===== src/rtl/ptw_pkg.sv =====
package ptw_pkg;
  localparam int unsigned VA_W   = 32;
  localparam int unsigned OFF_W  = 12;
  localparam int unsigned IDX_W  = 10;
  localparam int unsigned ENT_SH = 2;  // log2 of entry bytes
  localparam int unsigned FRM_W  = VA_W - OFF_W;

  typedef enum logic [2:0] {
    ST_IDLE,
    ST_READ_OUTER,
    ST_READ_INNER,
    ST_DONE,
    ST_FAULT
  } walk_state_e;
endpackage


===== src/rtl/ptw_entry_addr.sv =====
module ptw_entry_addr
  import ptw_pkg::*;
#(
  parameter int unsigned AW  = VA_W,
  parameter int unsigned FW  = FRM_W,
  parameter int unsigned IW  = IDX_W,
  parameter int unsigned SH  = ENT_SH
) (
  input  logic [FW-1:0] tbl_frame_i,
  input  logic [IW-1:0] idx_i,
  output logic [AW-1:0] addr_o
);
  localparam int unsigned OW = AW - FW;

  logic [AW-1:0] base;
  logic [AW-1:0] disp;

  assign base   = {tbl_frame_i, {OW{1'b0}}};
  assign disp   = AW'({idx_i, {SH{1'b0}}});
  assign addr_o = base + disp;
endmodule


===== src/rtl/ptw_entry_decode.sv =====
module ptw_entry_decode
  import ptw_pkg::*;
#(
  parameter int unsigned EW = VA_W,
  parameter int unsigned FW = FRM_W
) (
  input  logic [EW-1:0] entry_i,
  output logic [FW-1:0] frame_o,
  output logic          valid_o
);
  assign frame_o = entry_i[EW-1 -: FW];
  assign valid_o = entry_i[0];
endmodule


===== src/rtl/pt_walker.sv =====
module pt_walker
  import ptw_pkg::*;
(
  input  logic             clk_i,
  input  logic             rst_ni,
  input  logic             req_valid_i,
  output logic             req_ready_o,
  input  logic [VA_W-1:0]  req_vaddr_i,
  input  logic [FRM_W-1:0] root_base_i,
  output logic             mem_req_valid_o,
  input  logic             mem_req_ready_i,
  output logic [VA_W-1:0]  mem_req_addr_o,
  input  logic             mem_rsp_valid_i,
  input  logic [VA_W-1:0]  mem_rsp_data_i,
  output logic             rsp_valid_o,
  input  logic             rsp_ready_i,
  output logic [VA_W-1:0]  rsp_paddr_o,
  output logic             rsp_fault_o,
  output logic             rsp_fault_lvl_o
);
  localparam int unsigned HI_LSB = OFF_W + IDX_W;

  walk_state_e      state_q;
  logic             issued_q;
  logic [VA_W-1:0]  vaddr_q;
  logic [FRM_W-1:0] tbl_q;
  logic [VA_W-1:0]  paddr_q;
  logic             lvl_q;

  logic [IDX_W-1:0] idx_sel;
  logic [FRM_W-1:0] ent_frame;
  logic             ent_valid;
  logic             got_rsp;

  // tbl_q holds the root frame first, then the inner table frame
  assign idx_sel = (state_q == ST_READ_INNER) ? vaddr_q[OFF_W +: IDX_W]
                                              : vaddr_q[HI_LSB +: IDX_W];

  ptw_entry_addr u_addr (
    .tbl_frame_i (tbl_q),
    .idx_i       (idx_sel),
    .addr_o      (mem_req_addr_o)
  );

  ptw_entry_decode u_dec (
    .entry_i (mem_rsp_data_i),
    .frame_o (ent_frame),
    .valid_o (ent_valid)
  );

  assign got_rsp = issued_q && mem_rsp_valid_i;

  always_ff @(posedge clk_i or negedge rst_ni) begin
    if (!rst_ni) begin
      state_q  <= ST_IDLE;
      issued_q <= 1'b0;
      vaddr_q  <= '0;
      tbl_q    <= '0;
      paddr_q  <= '0;
      lvl_q    <= 1'b0;
    end else begin
      unique case (state_q)
        ST_IDLE: if (req_valid_i) begin
          state_q  <= ST_READ_OUTER;
          vaddr_q  <= req_vaddr_i;
          tbl_q    <= root_base_i;
          issued_q <= 1'b0;
          lvl_q    <= 1'b0;
        end
        ST_READ_OUTER, ST_READ_INNER: begin
          if (!issued_q && mem_req_ready_i) issued_q <= 1'b1;
          if (got_rsp) begin
            issued_q <= 1'b0;
            if (!ent_valid) begin
              state_q <= ST_FAULT;
              lvl_q   <= (state_q == ST_READ_INNER);
            end else if (state_q == ST_READ_OUTER) begin
              state_q <= ST_READ_INNER;
              tbl_q   <= ent_frame;
            end else begin
              state_q <= ST_DONE;
              paddr_q <= {ent_frame, vaddr_q[OFF_W-1:0]};
            end
          end
        end
        ST_DONE, ST_FAULT: if (rsp_ready_i) state_q <= ST_IDLE;
        default: state_q <= ST_IDLE;
      endcase
    end
  end

  assign req_ready_o     = (state_q == ST_IDLE);
  assign mem_req_valid_o = (state_q == ST_READ_OUTER || state_q == ST_READ_INNER) && !issued_q;
  assign rsp_valid_o     = (state_q == ST_DONE) || (state_q == ST_FAULT);
  assign rsp_fault_o     = (state_q == ST_FAULT);
  assign rsp_fault_lvl_o = lvl_q;
  assign rsp_paddr_o     = paddr_q;

  p_memreq_hold_r7: assert property (@(posedge clk_i) disable iff (!rst_ni)
    mem_req_valid_o && !mem_req_ready_i |=> mem_req_valid_o && $stable(mem_req_addr_o));

  p_rsp_hold_r8: assert property (@(posedge clk_i) disable iff (!rst_ni)
    rsp_valid_o && !rsp_ready_i |=> rsp_valid_o && $stable(rsp_paddr_o)
      && $stable(rsp_fault_o) && $stable(rsp_fault_lvl_o));

  p_idle_after_accept_r8: assert property (@(posedge clk_i) disable iff (!rst_ni)
    rsp_valid_o && rsp_ready_i |=> req_ready_o && !rsp_valid_o);

  p_rsp_after_read_r4: assert property (@(posedge clk_i) disable iff (!rst_ni)
    $rose(rsp_valid_o) |-> $past(mem_rsp_valid_i));

  p_busy_after_take_r9: assert property (@(posedge clk_i) disable iff (!rst_ni)
    req_valid_i && req_ready_o |=> !req_ready_o && mem_req_valid_o);

  p_no_overlap_r1: assert property (@(posedge clk_i) disable iff (!rst_ni)
    $countones({req_ready_o, mem_req_valid_o, rsp_valid_o}) <= 1);
endmodule


===== config.mk =====
export PLATFORM = sky130hd
export DESIGN_NAME = pt_walker
export DESIGN_NICKNAME = d
export VERILOG_FILES = /design/src/rtl/ptw_pkg.sv /design/src/rtl/ptw_entry_addr.sv /design/src/rtl/ptw_entry_decode.sv /design/src/rtl/pt_walker.sv
export SDC_FILE = /design/constraint.sdc
export NUM_CORES = 1
export LEC_CHECK = 0
export CORE_ASPECT_RATIO = 0.75
export CORE_UTILIZATION = 30
export CTS_CLUSTER_SIZE = 20
export DETAILED_ROUTE_END_ITERATION = 8
export DONT_BUFFER_PORTS = 1
export GPL_ROUTABILITY_DRIVEN = 0
export SLEW_MARGIN = 15
export SYNTH_ARGS = -nofsm -noshare
export SYNTH_HDL_FRONTEND = slang
export SYNTH_SLANG_ARGS = --single-unit

===== constraint.sdc =====
create_clock -name clk_i -period 1.8 [get_ports clk_i]
set_input_delay 0.18 -clock clk_i [delete_from_list [all_inputs] [get_ports clk_i]]
set_output_delay 0.18 -clock clk_i [all_outputs]
set_load 0.005 [all_outputs]

==> results of run 1 <==
-- state kept, by name, indices dropped and copies added (netlist names) --
register and cells:
tbl_q 20, issued_q 1, rsp_paddr_o 32, vaddr_q 32
state_q 3, rsp_fault_lvl_o 1
-- metrics by stage --
step | area (um2) | setup WS, ns | util | power, mW | std cells
finish | 5130 | 0.0745 | 0.391 | 8.30 | 518
global route | 5130 | 0.00412 | 0.391 | 8.85 | 518
detailed placement | 4290 | 0.165 | 0.327 | 6.44 | 448
global placement | 4290 | 0.182 | 0.327 | 6.31 | 448
floorplan | 4080 | 0.204 | - | 5.82 | 283
CTS | 5120 | 0.00530 | 0.391 | 8.43 | 518
-- how the worst max path moves through the flow --
stage / startpoint / endpoint / slack (ns) / depth (start not counted)
global placement: state_q[0] / rsp_paddr_o[13] / 0.18 / 4
detailed placement: state_q[1] / rsp_paddr_o[12] / 0.17 / 4
finish: state_q[2] / mem_req_addr_o[3] / 0.07 / 4
floorplan: state_q[1] / vaddr_q[10] / 0.20 / 6
global route: state_q[2] / mem_req_addr_o[6] / 0.004 / 4
CTS: state_q[2] / mem_req_addr_o[3] / 0.005 / 4
-- where the power goes --
group | leakage (nW) | internal, mW | switching, mW
clock network | 0.144 | 0.991 | 0.826
registers | 1.09 | 2.86 | 0.609
logic | 1.04 | 1.73 | 1.29
-- per-layer routing --
layer  share of wire  vias to the layer above  GRT usage
li1                -                     1104          -
met1            0.43                     1187      0.145
met2            0.49                       86      0.224
met3           0.076                        7     0.0556
met4          0.0064                        0     0.0376
met5               0                        -          0
-- area by class of cell --
cell class / instances / area, um2
sequential: 89 / 2230
inverter: 1 / 3.75
tap: 171 / 214
fill: 1228 / 7980
clock inverter: 6 / 48.8
clock buffer: 10 / 239
timing repair buffer: 68 / 709
multi-input combinational: 173 / 1680
-- critical path: cells and delay by family (launching register included) --
kind	cells	cell delay, ns
flops	1	0.40
mux	1	0.36
simple gates	2	0.29
buf+inv	1	0.15
-- kinds of logic after synthesis --
| family | share of synthesized area |
|---|---|
| muxes | 0.288 |
| buffers and inverters | 0.0433 |
| xor gates and xnor gates | 0.00215 |
| other | 0.000920 |
| and+or+nand+nor | 0.0565 |
| DFF | 0.547 |
| AOI/OAI and AO/OA | 0.0629 |
-- synth_stat cells (3+ instances only) --
| master | n | area share |
|---|---|---|
| buf_2 | 3 | 0.0037 |
| nand3_1 | 4 | 0.0049 |
| a21oi_1 | 4 | 0.0049 |
| nand2_1 | 5 | 0.0046 |
| a21oi_2 | 18 | 0.039 |
| buf_4 | 9 | 0.017 |
| mux2i_1 | 23 | 0.056 |
| nor2_1 | 25 | 0.023 |
| mux2_4 | 29 | 0.11 |
| buf_6 | 8 | 0.022 |
| mux2_2 | 44 | 0.12 |
| dfrtp_1 | 89 | 0.55 |
-- repair_timing --
action / 4_1_cts / 5_1_grt
endpoints found under the hold margin: 142 / 89
buffers inserted: 1 / 0
setup endpoints to repair: 10 / 6
resized for setup: 3 / 2
==> impl_metrics.env, run 1 <==
export IMPL_hpwlAfterDp_um=5750
export IMPL_yosysUniqueCellTypes=31
export IMPL_row_count=36
export IMPL_grt_pass1_vias=2629
export IMPL_worstSetupPathType="flip-flop to primary output"
export IMPL_ys_flop_type="dfrtp_1"
export IMPL_drt_vias_per_instance=4.60
export IMPL_rr_endpoint="rsp_paddr_o[17]"
export IMPL_pin_count=159
export IMPL_grt_pass1_wl_um=13500
export IMPL_port_buffers=0
export IMPL_antenna_found_initial=0
export IMPL_core_area_mm2=0.0131
export IMPL_synth_edf_count=0
export IMPL_wire_per_inst_um=16.8
export IMPL_drtIter0Drc=32
export IMPL_avgSynthCellArea_um2=14.5
export IMPL_antenna_cells=0
export IMPL_hold_path_class="input port to async pin"
export IMPL_ant_nets=0
export IMPL_hold_buffers=53
export IMPL_power_leakage_nw=2.27
export IMPL_setup_tns_final_ns=0
export IMPL_worstPathArrival_ns=1.55
export IMPL_crit_required_ns=1.62
export IMPL_cp_max_fo=7
export IMPL_setup_viol=0
export IMPL_synth_seq_area_share=0.547
export IMPL_clk_pin_slew_worst_paths_ns=0.07
export IMPL_grt_max_degree=90
export IMPL_layout_common_cells="87 x dfrtp_1, 53 x dlygate4sd3_1, 44 x mux2_2"
export IMPL_maxCapViolations=0
export IMPL_die_w_um=137
export IMPL_r2r_cells=5
export IMPL_drive_above_1_share=0.386
export IMPL_cts_tree="done"
export IMPL_cts_sinks=89
export IMPL_finalNetCount=432
export IMPL_layout_commonest_cell="dfrtp_1"
export IMPL_initial_core_util=0.311
export IMPL_critPathMaxStageDelay_ns=0.40
export IMPL_r2r_start="state_q[0]"
export IMPL_fmax_ghz=0.580
export IMPL_dieArea_mm2=0.0141
export IMPL_dieHeight_um=103
export IMPL_power_per_cell_area_mw_per_mm2=1620
export IMPL_grt_usage=0.129
export IMPL_drc_errors=0
export IMPL_hold_viol=89
export IMPL_synthToLayoutAreaGrowth_pct=25.9
export IMPL_rsz0062_at_grt="no"
export IMPL_syn_area_mm2=0.00408
export IMPL_synth_seq_cells=89
export IMPL_status="finished with violations"
export IMPL_violations="negative hold slack"
export IMPL_finClkSkew_ns=0.00776
export IMPL_cts_root_buf="clkbuf_16"
export IMPL_slew_viol_final=0
export IMPL_async_flop_share=1.00
export IMPL_vias=2384
export IMPL_hold_ws_ns=-0.470
export IMPL_critPathLaunchType="flip-flop"
export IMPL_grt_overflow_total=0
export IMPL_numCtsBuffers=9
export IMPL_ir_drop_mv=0.774
export IMPL_synthCells=282
export IMPL_clk_latency_ns=0.34
export IMPL_h_tree_depth=3
export IMPL_cp_slowest_cell="dfrtp_1"
export IMPL_timing_final_crit_share=0.959
export IMPL_clock_path_buffers=2
export IMPL_r2r_setup_slack_ns=0.09
export IMPL_routed_wl_um=8720
export IMPL_fin_crit_ns=1.73
export IMPL_drt_pass1_iter_count=4
export IMPL_cp_cell_sequence="nand2b_4 > nor2_4 > buf_6 > mux2_2"
export IMPL_crit_path_end_kind="primary output"
export IMPL_yosysWarnings=0
(Power assumes the default switching activity.)
==> run 2, diff against run 1 <==
--- a/config.mk
+++ b/config.mk
@@ -13,2 +13,3 @@
 export GPL_ROUTABILITY_DRIVEN = 0
+export RECOVER_POWER = 100
 export SLEW_MARGIN = 15
==> constraint.sdc (replaced) <==
create_clock -name clk_i -period 1.8 [get_ports clk_i]
set_input_delay 0.36 -clock clk_i [delete_from_list [all_inputs] [get_ports clk_i]]
set_output_delay 0.36 -clock clk_i [all_outputs]
set_load 0.005 [all_outputs]
==> run 2 against run 1 <==
Against the previous run: the flow finishes with violations (negative hold slack, negative setup slack); via count is 5.7% lower; total power rose by 6.8%; critical path depth is the same; clock skew rose by 0.0025 ns; cell area is 5.9% lower; sequential cell count stayed put; sequential share of layout area up 2.7 points; hold slack better by 0.19 ns; clock-buffer cell count is the same; register-to-register slack worse by 0.02 ns; critical endpoint is now mem_req_addr_o[2].
==> impl_metrics.env, run 2 (synthesized netlist as in run 1, its figures left out) <==
export IMPL_status="finished with violations"
export IMPL_violations="negative hold slack, negative setup slack"
export IMPL_antenna_cells=0
export IMPL_busiest_layer="met2"
export IMPL_setup_tns_final_ns=-0.0929
export IMPL_hold_path_class="input port to async pin"
export IMPL_grt_max_degree=90
export IMPL_use_met2=0.193
export IMPL_ir_drop_mv=0.833
export IMPL_synthToLayoutAreaGrowth_pct=18.4
export IMPL_timing_final_crit_share=1.01
export IMPL_worstSetupPathType="flip-flop to primary output"
export IMPL_wire_per_inst_um=18.6
export IMPL_hold_viol=89
export IMPL_grt_met3_usage=0.0536
export IMPL_drt_pass1_iter_count=3
export IMPL_routed_wl_um=8810
export IMPL_ant_nets=0
export IMPL_power_net_switching_mw=2.76
export IMPL_hold_ws_ns=-0.278
export IMPL_antenna_found_initial=0
export IMPL_drc_errors=0
export IMPL_finalNetCount=389
export IMPL_crit_path_end_kind="primary output"
export IMPL_grt_pass1_vias=2383
export IMPL_clk_latency_ns=0.33
export IMPL_drive_above_1_share=0.479
export IMPL_multi_input_area_mm2=0.00175
export IMPL_fin_crit_ns=1.82
export IMPL_cts_root_buf="clkbuf_16"
export IMPL_power_per_cell_area_mw_per_mm2=1840
export IMPL_maxCapViolations=0
export IMPL_cts_tree="done"
export IMPL_cp_max_fo=7
export IMPL_dieArea_mm2=0.0141
export IMPL_setup_viol=6
export IMPL_fmax_ghz=0.550
export IMPL_drtIter0Drc=56
export IMPL_grt_usage=0.120
export IMPL_grt_pass1_wl_um=12500
export IMPL_crit_required_ns=1.44
export IMPL_core_area_mm2=0.0131
export IMPL_cts_sinks=89
export IMPL_layout_setup_ws_ns=-0.0169
export IMPL_place_ws_ns=0.0716
export IMPL_power_share_clock=0.238
export IMPL_initial_core_util=0.311
export IMPL_regArea_mm2=0.00223
export IMPL_finalPower_mw=8.87
export IMPL_vias=2247
export IMPL_power_leakage_nw=2.17
export IMPL_internal_power_mw=6.11
export IMPL_die_w_um=137
export IMPL_slew_viol_final=0
export IMPL_finClkSkew_ns=0.0103
export IMPL_critPathLaunchType="flip-flop"
export IMPL_layout_commonest_cell="dfrtp_1"
export IMPL_dieHeight_um=103
export IMPL_combPwrFrac=0.370
export IMPL_r2r_cells=5
export IMPL_port_buffers=0
export IMPL_layout_common_cells="87 x dfrtp_1, 39 x mux2_4, 34 x mux2_2"
export IMPL_clk_pin_slew_worst_paths_ns=0.06
export IMPL_gr_usage_met1=0.143
export IMPL_cp_cell_sequence="nand2b_4 > nor2_4 > buf_6 > mux2_4"
export IMPL_cp_slowest_cell="dfrtp_1"
export IMPL_h_tree_depth=3
export IMPL_pin_count=159
export IMPL_switching_share=0.311
export IMPL_rsz0062_at_grt="yes"
export IMPL_drt_vias_per_instance=4.74
export IMPL_worstPathArrival_ns=1.46
export IMPL_numCtsBuffers=9
export IMPL_seqPwrFrac=0.392
export IMPL_row_count=36
export IMPL_critPathMaxStageDelay_ns=0.38
export IMPL_fill_cells=1258
export IMPL_grt_overflow_total=0
export IMPL_clock_path_buffers=2
export IMPL_hpwlAfterDp_um=5770
==> run 2: cell type report <==
type                            instances  share of cell area
Clock inverter                          5              0.0218
Tap cell                              171              0.0443
Inverter                                1            0.000778
Multi-Input combinational cell        173               0.363
Timing Repair Buffer                   25              0.0607
Sequential cell                        89               0.462
Clock buffer                           10              0.0475
==> run 2: timing repair <==
item / CTS / global route
hold endpoints to repair: 89 / 89
endpoints found under the setup margin: 11 / 47
gates cloned: 0 / 2
pin swaps: 0 / 2
buffers inserted: 6 / 2
resized for setup: 13 / 10
==> run 2: per-stage QoR <==
stage / cell area, um2 / utilization / cells
after floorplan: 4080 / - / 283
after global placement: 4310 / 0.329 / 449
after CTS: 4740 / 0.361 / 470
after global routing: 4820 / 0.368 / 474
after detailed placement: 4310 / 0.329 / 449
final: 4820 / 0.368 / 474
==> run 2: worst paths after layout <==
check	start	to	slack (ns)
min in group clk_i	mem_rsp_valid_i	issued_q	0.14
min	rst_ni	tbl_q[12]	-0.28
max in group asynchronous	rst_ni	vaddr_q[6]	1.96
max	state_q[2]	mem_req_addr_o[2]	-0.02
min reg2reg	vaddr_q[6]	rsp_paddr_o[6]	0.50
max reg2reg	state_q[0]	vaddr_q[1]	0.07
==> run 2: worst max-delay path, delay by kind of cell, from the launching register on <==
family	cells	cell delay [ns]
and+or+nand+nor	2	0.28
buffers and inverters	1	0.16
DFF	1	0.38
muxes	1	0.31
==> run 2: power groups by stage <==
stage | clock [mW] | combinational (mW) | sequential (mW)
floorplan | 0 | 2.54 | 3.28
finish | 2.11 | 3.28 | 3.48
detailed placement | 0 | 2.96 | 3.53
global route | 2.28 | 3.53 | 3.60
CTS | 2.19 | 3.13 | 3.49
global placement | 0 | 2.87 | 3.48
==> run 2: per-layer routing <==
layer | vias to the layer above | share of wire
met4 | 0 | 0.011
li1 | 1013 | -
met2 | 92 | 0.47
met1 | 1132 | 0.43
met5 | - | 0
met3 | 10 | 0.092
